===== src/rtl/push_seq_pkg.sv =====
package push_seq_pkg;
  localparam int N_SLOTS     = 11;
  localparam int SLOT_W      = $clog2(N_SLOTS);
  localparam int REG_IDX_W   = 4;
  localparam int SOLO_SLOTS  = 4;
  localparam int GROUP_BIT   = 3;
  localparam int FRAME_WORDS = 12;

  // Register index held in each slot; slot 0 sits one word below SP.
  function automatic logic [REG_IDX_W-1:0] slot_reg(input logic [SLOT_W-1:0] s);
    case (s)
      4'd0:    slot_reg = 4'd2;
      4'd1:    slot_reg = 4'd3;
      4'd2:    slot_reg = 4'd6;
      4'd3:    slot_reg = 4'd7;
      4'd4:    slot_reg = 4'd0;
      4'd5:    slot_reg = 4'd1;
      4'd6:    slot_reg = 4'd4;
      4'd7:    slot_reg = 4'd5;
      4'd8:    slot_reg = 4'd8;
      4'd9:    slot_reg = 4'd9;
      default: slot_reg = 4'd10;
    endcase
  endfunction
endpackage


===== src/rtl/push_mask_decode.sv =====
module push_mask_decode #(
  parameter int MASK_W      = 8,
  parameter int N_SLOTS     = 11,
  parameter int SOLO_SLOTS  = 4,
  parameter int GROUP_BIT   = 3,
  parameter int ADDR_W      = 32,
  parameter int WORD_BYTES  = 4,
  parameter int FRAME_WORDS = 12
) (
  input  logic [MASK_W-1:0]  mask,
  output logic [N_SLOTS-1:0] sel,
  output logic [ADDR_W-1:0]  frame
);
  // solo slots follow the top mask bits, the rest follow the group bit
  for (genvar i = 0; i < N_SLOTS; i++) begin : g_sel
    if (i < SOLO_SLOTS) begin : g_solo
      assign sel[i] = mask[MASK_W-1-i];
    end else begin : g_grp
      assign sel[i] = mask[GROUP_BIT];
    end
  end

  logic unused_reserved;
  assign unused_reserved = ^mask[GROUP_BIT-1:0];

  // fixed frame with the group, otherwise down to the lowest solo slot
  always_comb begin
    frame = '0;
    for (int i = 0; i < SOLO_SLOTS; i++)
      if (sel[i]) frame = ADDR_W'(WORD_BYTES * (i + 1));
    if (mask[GROUP_BIT]) frame = ADDR_W'(WORD_BYTES * FRAME_WORDS);
  end
endmodule


===== src/rtl/push_slot_pick.sv =====
module push_slot_pick #(
  parameter int N_SLOTS = 11,
  parameter int SLOT_W  = $clog2(N_SLOTS)
) (
  input  logic [N_SLOTS-1:0] pend,
  output logic [SLOT_W-1:0]  idx
);
  // lowest pending slot wins (R3 ascending order)
  always_comb begin
    idx = '0;
    for (int i = N_SLOTS - 1; i >= 0; i--)
      if (pend[i]) idx = SLOT_W'(i);
  end
endmodule


===== src/rtl/push_multiple_seq.sv =====
module push_multiple_seq
  import push_seq_pkg::*;
#(
  parameter int          DATA_W     = 32,
  parameter int          ADDR_W     = 32,
  parameter int          MASK_W     = 8,
  parameter int          WORD_BYTES = 4,
  parameter logic [7:0]  OPCODE     = 8'hCF
) (
  input  logic                 clk,
  input  logic                 rst,
  input  logic                 start,
  input  logic [7:0]           op,
  input  logic [MASK_W-1:0]    mask,
  input  logic [ADDR_W-1:0]    sp_in,
  output logic [REG_IDX_W-1:0] rf_idx,
  input  logic [DATA_W-1:0]    rf_data,
  output logic                 mem_valid,
  output logic [ADDR_W-1:0]    mem_addr,
  output logic [DATA_W-1:0]    mem_data,
  input  logic                 mem_ready,
  output logic                 busy,
  output logic                 done,
  output logic                 sp_we,
  output logic [ADDR_W-1:0]    sp_out
);
  logic [N_SLOTS-1:0] sel, pend_q, pend_nx, clr;
  logic [ADDR_W-1:0]  frame, base_q, sp_new_q, sp_out_q;
  logic [SLOT_W-1:0]  cur;
  logic               done_q, sp_we_q, accept, fire;

  push_mask_decode #(
    .MASK_W(MASK_W), .N_SLOTS(N_SLOTS), .SOLO_SLOTS(SOLO_SLOTS),
    .GROUP_BIT(GROUP_BIT), .ADDR_W(ADDR_W), .WORD_BYTES(WORD_BYTES),
    .FRAME_WORDS(FRAME_WORDS)
  ) u_dec (.mask(mask), .sel(sel), .frame(frame));

  push_slot_pick #(.N_SLOTS(N_SLOTS), .SLOT_W(SLOT_W)) u_pick (.pend(pend_q), .idx(cur));

  // accept only when idle and opcode matches
  assign accept  = start && (op == OPCODE) && (pend_q == '0);
  assign fire    = mem_valid && mem_ready;
  assign clr     = fire ? (N_SLOTS'(1) << cur) : '0;
  assign pend_nx = pend_q & ~clr;

  always_ff @(posedge clk) begin
    if (rst) begin
      pend_q   <= '0;
      base_q   <= '0;
      sp_new_q <= '0;
      sp_out_q <= '0;
      done_q   <= 1'b0;
      sp_we_q  <= 1'b0;
    end else begin
      done_q  <= 1'b0;
      sp_we_q <= 1'b0;
      if (accept) begin
        pend_q   <= sel;
        base_q   <= sp_in;
        sp_new_q <= sp_in - frame;
        if (sel == '0) done_q <= 1'b1;
      end else if (fire) begin
        pend_q <= pend_nx;
        if (pend_nx == '0) begin
          done_q   <= 1'b1;
          sp_we_q  <= 1'b1;
          sp_out_q <= sp_new_q;
        end
      end
    end
  end

  // slot address and register index
  assign mem_valid = |pend_q;
  assign busy      = mem_valid;
  assign rf_idx    = slot_reg(cur);
  assign mem_addr  = base_q - ADDR_W'(WORD_BYTES * (int'(cur) + 1));
  assign mem_data  = rf_data;
  assign done      = done_q;
  assign sp_we     = sp_we_q;
  assign sp_out    = sp_out_q;

  assert_hold_R6: assert property (@(posedge clk) disable iff (rst)
    mem_valid && !mem_ready |=> mem_valid && $stable(mem_addr) && $stable(rf_idx));

  assert_order_R3: assert property (@(posedge clk) disable iff (rst)
    fire && ($countones(pend_q) > 1) |=> mem_valid && (cur > $past(cur)));

  assert_pulse_R10: assert property (@(posedge clk) disable iff (rst)
    done |=> !done);

  assert_spwe_R10: assert property (@(posedge clk) disable iff (rst)
    sp_we |-> done);

  assert_quiet_R9: assert property (@(posedge clk) disable iff (rst)
    done |-> !mem_valid);

  assert_keep_R11: assert property (@(posedge clk) disable iff (rst)
    mem_valid |=> $stable(base_q) && $stable(sp_new_q));
endmodule


===== config.mk =====
export PLATFORM = sky130hd
export DESIGN_NAME = push_multiple_seq
export DESIGN_NICKNAME = d
export VERILOG_FILES = /design/src/rtl/push_seq_pkg.sv /design/src/rtl/push_mask_decode.sv /design/src/rtl/push_slot_pick.sv /design/src/rtl/push_multiple_seq.sv
export SDC_FILE = /design/constraint.sdc
export NUM_CORES = 1
export LEC_CHECK = 0
export ABC_AREA = 1
export BUFFER_PORTS_ARGS = -buffer_cell sky130_fd_sc_hd__buf_2
export CAP_MARGIN = 20
export CORE_MARGIN = 2
export CORE_UTILIZATION = 55
export DETAILED_ROUTE_END_ITERATION = 10
export GPL_TIMING_DRIVEN = 0
export PLACE_DENSITY = 0.92
export REMOVE_ABC_BUFFERS = 1
export SLEW_MARGIN = 25
export SYNTH_ARGS = -nofsm -noshare
export SYNTH_HDL_FRONTEND = slang
export SYNTH_SLANG_ARGS = --single-unit

===== constraint.sdc =====
create_clock -name clk -period 5.4 [get_ports clk]
set_input_delay 0.54 -clock clk [delete_from_list [all_inputs] [get_ports clk]]
set_output_delay 0.54 -clock clk [all_outputs]
set_load 0.005 [all_outputs]

Word-level counts from Yosys, hierarchy flattened
Memories as Yosys holds them, arrays and structs flattened.
Index checks and enable logic that the tools add are counted.
W data, S select, Z words.
{"block": "totals", "inputBits": 84, "out_inout_bits": 104, "n_memories": 1, "word_cells": 48, "reg_bits": 109, "mem_bits_ro": 64}
{"memory": "(name not given)", "words": 16, "width": 4, "read_ports": 1, "rd_clocked_by_memory_dff": 0, "write_ports": 0, "line": "push_seq_pkg.sv:11", "text": "case (s)"}
{"block": "op_classes", "n_eq_ne": 1, "shift": 1, "n_mux": 23, "reduce_logical": 10, "addsub": 3, "bitwise_logic": 3}
{"operator": "$mux W4", "count": 13}
{"operator": "$logic_not A11 Y1", "count": 3}
{"operator": "$mux W11", "count": 3}
{"operator": "$sub A32 B32 Y32", "count": 1}
{"operator": "$sub A32 B7 Y32", "count": 1}
{"operator": "$and A11 B11 Y11", "count": 1}
{"operator": "$not A11 Y11", "count": 1}
{"operator": "$reduce_or A11 Y1", "count": 1}
{"operator": "$shl A1 B4 Y11 const A", "count": 1}
{"operator": "$eq A8 B8 Y1 const B", "count": 1}
{"operator": "$mux W6", "count": 1}
{"operator": "$add A4 B1 Y5 const B", "count": 1}
{"operator": "$mux W5", "count": 1}
{"operator": "$mux W1", "count": 4}
{"operator": "$logic_and A1 B1 Y1", "count": 3}
{"operator": "$mux W3", "count": 1}
{"operator": "$reduce_and A3 Y1", "count": 1}
{"operator": "$reduce_bool A2 Y1", "count": 1}
{"operator": "$reduce_or A2 Y1", "count": 1}
{"operator": "$not A1 Y1", "count": 1}

Longest topological paths before layout
{"block": "logic_depth", "ltp_word": 19, "depth_mapped": 23, "mapped_depth_nobuf": 23}

Modules after synthesis
From an unflattened synthesis, not the netlist that was laid out.
{"block": "unflattened", "cells_unflattened": 1282, "area_unflattened_um2": 7961.4}
{"mod": "push_multiple_seq", "instances": 1, "area_per_inst_um2": 7499.7, "seq_area_each_um2": 2182.1, "cells_each": 1204}
{"mod": "push_mask_decode", "instances": 1, "area_per_inst_um2": 339.1, "seq_area_each_um2": 0.0, "cells_each": 49}
{"mod": "push_slot_pick", "instances": 1, "area_per_inst_um2": 122.6, "seq_area_each_um2": 0.0, "cells_each": 29}

Worst setup path after synthesis
OpenSTA, ideal clock, no wires.
{"block": "synth_path", "path_kind": "reg2out", "from": "register pend_q[8]", "to": "output port mem_addr[23]", "stages_incl_launch_ff": 20, "required_ns": 4.860, "t_arrival_ns": 2.836, "path_buffers": 0, "path_slack_ns": 2.024, "cell_sequence": "dfxtp_1 > nor2_1 > nand2_1 > nand2_1 > nand2_1 > nand2_1 > nand3_1 > nor2_1 > ha_1 > inv_1 > ha_1 > a21oi_1 > o21ai_0 > a31oi_1 > nand4_1 > inv_1 > nand2_1 > nor2_1 > nand2_1 > xor2_1"}
{"block": "synth_between", "elab_chain_len": 11}
{"element": "start: declaration", "line": "push_multiple_seq.sv:27", "text": "logic [N_SLOTS-1:0] sel, pend_q, pend_nx, clr;"}
{"element": "start signal: assignment", "line": "push_multiple_seq.sv:58", "text": "pend_q <= sel;"}
{"element": "start signal: assignment", "line": "push_multiple_seq.sv:63", "text": "pend_q <= pend_nx;"}
{"element": "$mux W4 (9 in a row)", "line": "push_slot_pick.sv:12", "text": "if (pend[i]) idx = SLOT_W'(i);"}
{"element": "$add A4 B1 Y5", "line": "push_multiple_seq.sv:77", "text": "assign mem_addr = base_q - ADDR_W'(WORD_BYTES * (int'(cur) + 1));"}
{"element": "$sub A32 B7 Y32", "line": "push_multiple_seq.sv:77"}
{"element": "end: declaration", "line": "push_multiple_seq.sv:19", "text": "output logic [ADDR_W-1:0] mem_addr,"}
Every way passes these cells.

Worst setup path in the final report
Same ends and word-level chain as after synthesis.

==> results.cfg <==
[global_route]
first_global_vias = 5508
track_usage_pct = 27.42
antenna_found_initial = 0
grt_start_max_net_pins = 59
grt_pass1_wl_mm = 25.81
gr-total-overflow = 0

[detailed_routing]
drt_iter0_drc = 429
postRouteAntennaNets = 0
drcViolationCount = 0
vias_per_cell = 5.296
routed_wl_mm = 16.09
vias = 5894
post_drt_wl_per_cell_um = 14.45
first_pass_iters = 5

[clock_network]
clock_latency_ns = 0.38
cts_resized = 0
cts_buffer_depth = 2
htree_num_levels = 3
clock_sinks = 107
numCtsBuffers = 9
cts-root-buf = clkbuf_8
cts_tree = built
path_clk_slew_ns = 0.09
postCtsHoldBufs = 0
cts_setup_buffers = 0

[sta]
maxSlewHeadroom_pct = 36.79
timing.hold.ws_ns = 0.4224
drv_slew = 0
final-hold-violation-count = 0
tightestPinTransition_ns = 0.9468
rsz0062_at_grt = false
fmax_mhz = 220.2
period_share_pct = 84.08
setup_viol = 0
fin_skew_ns = 0.007211
setup_tns_ns = 0
fin_crit_ns = 4.540

[power_and_ir_drop]
p_leak_nw = 3.148
p_total_mw = 1.383
powerDensity_nw_per_um2 = 203.3
ir_drop_uv = 192.1

[floorplanning]
num_rows = 38
initial_core_util_pct = 56.64
core_sq_um = 10890
die_w_um = 109.9
dieArea_sq_um = 12080
die_height_um = 109.9
io-pin-count = 188

[cells_and_area]
drive_gt1_share_pct = 16.75
fin_nets = 1068
final_common_cell = nor2_1
area_growth_pct = 10.35
antenna_cells = 0
mostFrequentLayoutCells = nor2_1, nand2_1, inv_1

[logic_synthesis]
ys_ff_latch = 107
seq_area_frac_synth_pct = 34.73
yosys_warnings = 0
syn_inst = 905
synth.avg_cell_area_sq_um = 6.815
synth.distinct_cells = 39
synth_area_sq_um = 6167

[setup_path]
r2r_slack_ns = 2.46
worst_setup_path_end_kind = output pin
arrival_ns = 4.00
startpoint_type = flop
reg2reg_from = pend_q[8]
required_ns = 4.86
criticalPathCategory = reg -> out
worstRegToRegCells = 18
r2r_end = sp_out[24]
worstPathMaxFanout = 7

[status]
status = finished, final reports clean

[placed_design]
place_hpwl_mm = 12.19
place_congestion = 0.8822
port_buffers = 120

[hold_path]
hold_path_depth = 3
hp-class = in -> reg
min_to = base_q[2]
hold_start = sp_in[2]

[job]
max-cap-violations = 0
-- per-stage QoR --
step / area (sq um) / worst slack [ns] / cells / utilization (%)
floorplan: 5694 / 1.906 / 831 / -
global placement: 6470 / 0.6465 / 1091 / 59.42
detailed placement: 6626 / 1.341 / 1098 / 60.86
CTS: 6805 / 0.9051 / 1113 / 62.50
global route: 6805 / 0.4737 / 1113 / 62.50
finish: 6805 / 0.8596 / 1113 / 62.50
-- cells by family (layout without fill, tap and decap cells) --
| group | after synthesis | in the layout | share of synthesized area (%) |
|---|---|---|---|
| AO/OA/AOI/OAI | 161 | 161 | 14.81 |
| XOR/XNOR | 41 | 41 | 5.823 |
| adder cells (fa/ha/maj) | 15 | 15 | 3.287 |
| buffers and inverters | 208 | 276 | 15.82 |
| flip-flops | 107 | 107 | 34.73 |
| other | 1 | 1 | 0.06081 |
| AND/OR/NAND/NOR | 372 | 372 | 25.46 |
-- state kept, by name, summed over array words and instances (netlist names) --
signal and count:
base_q 32, sp_out 32, sp_new_q 30, pend_q 11, done 1, sp_we 1
-- worst max-delay path, stage by stage, from the launching register on --
cell and delay, ns:
dfxtp_1 0.38, nor2_1 0.12, nand2_1 0.05, nand2_1 0.05, nand2_1 0.06, nand2_1 0.06, nand3_1 0.21, nor2_1 0.29
ha_1 0.29, inv_1 0.06, ha_1 0.26, a21oi_1 0.14, o21ai_0 0.15, a31oi_1 0.33, nand4_1 0.22, inv_1 0.12
nand2_1 0.08, nor2_1 0.29, nand2_1 0.12, xor2_1 0.20, buf_2 0.15
-- synthesized netlist by cell type --
master | count | share of area (%)
fa_1 | 2 | 0.65
nor2_2 | 1 | 0.10
o221ai_1 | 1 | 0.14
xnor2_1 | 9 | 1.3
buf_2 | 15 | 1.2
conb_1 | 1 | 0.061
nor2_1 | 141 | 8.6
nand4_1 | 18 | 1.8
nand2_1 | 138 | 8.4
nor2_4 | 1 | 0.18
nand2_2 | 1 | 0.10
clkbuf_1 | 18 | 1.1
xor2_1 | 32 | 4.5
o211ai_1 | 3 | 0.37
nand3_1 | 53 | 4.3
buf_6 | 4 | 0.73
clkinv_1 | 1 | 0.061
nor3_4 | 1 | 0.26
inv_2 | 3 | 0.18
and3_1 | 1 | 0.10
inv_1 | 130 | 7.9
dfxtp_1 | 107 | 35
nand2_4 | 1 | 0.18
nor3_1 | 12 | 0.97
o21ai_1 | 7 | 0.57
a21oi_2 | 11 | 1.6
a221oi_1 | 2 | 0.28
a31oi_1 | 3 | 0.30
o21ai_0 | 44 | 3.6
a211oi_1 | 12 | 1.5
buf_4 | 36 | 4.4
buf_8 | 1 | 0.24
o21bai_1 | 2 | 0.24
nand3b_1 | 2 | 0.24
a21o_1 | 1 | 0.12
ha_1 | 13 | 2.6
a21boi_2 | 1 | 0.18
nor4_1 | 2 | 0.20
a21oi_1 | 74 | 6.0
-- worst max-delay path by stage --
stage | to | start | slack, ns | depth (start not counted)
3_3_place_gp | sp_new_q[27] | op[5] | 0.65 | 10
3_5_place_dp | mem_addr[23] | pend_q[8] | 1.34 | 20
6_report | mem_addr[23] | pend_q[8] | 0.86 | 20
4_1_cts | mem_addr[23] | pend_q[8] | 0.91 | 20
2_1_floorplan | sp_new_q[27] | pend_q[4] | 1.91 | 11
5_1_grt | mem_addr[23] | pend_q[8] | 0.47 | 20
-- layout make-up --
cell class	instances	area (sq um)
fillers	1000	4083
multi-input cells	590	3064
flip-flops and latches	107	2142
repair buffers	127	740.7
inverters	134	504.2
well taps	140	175.2
clock buffers	12	155.1
clock inverters	3	23.77
-- metal layers --
layer	wire, um	track usage, %	part of all wire [%]
met5	28	2.679	0.17
met4	259	7.957	1.6
met3	1517	9.603	9.4
met2	7183	43.73	45
met1	7099	34.70	44
-- report_power, final --
part	switching, mW	internal (mW)	leakage, nW	total (mW)
Combinational	0.0795	0.0494	2.20	0.129
Sequential	0.00173	0.791	0.862	0.793
Clock	0.270	0.192	0.0847	0.461
Note: power is estimated with default switching activity, not from simulation.
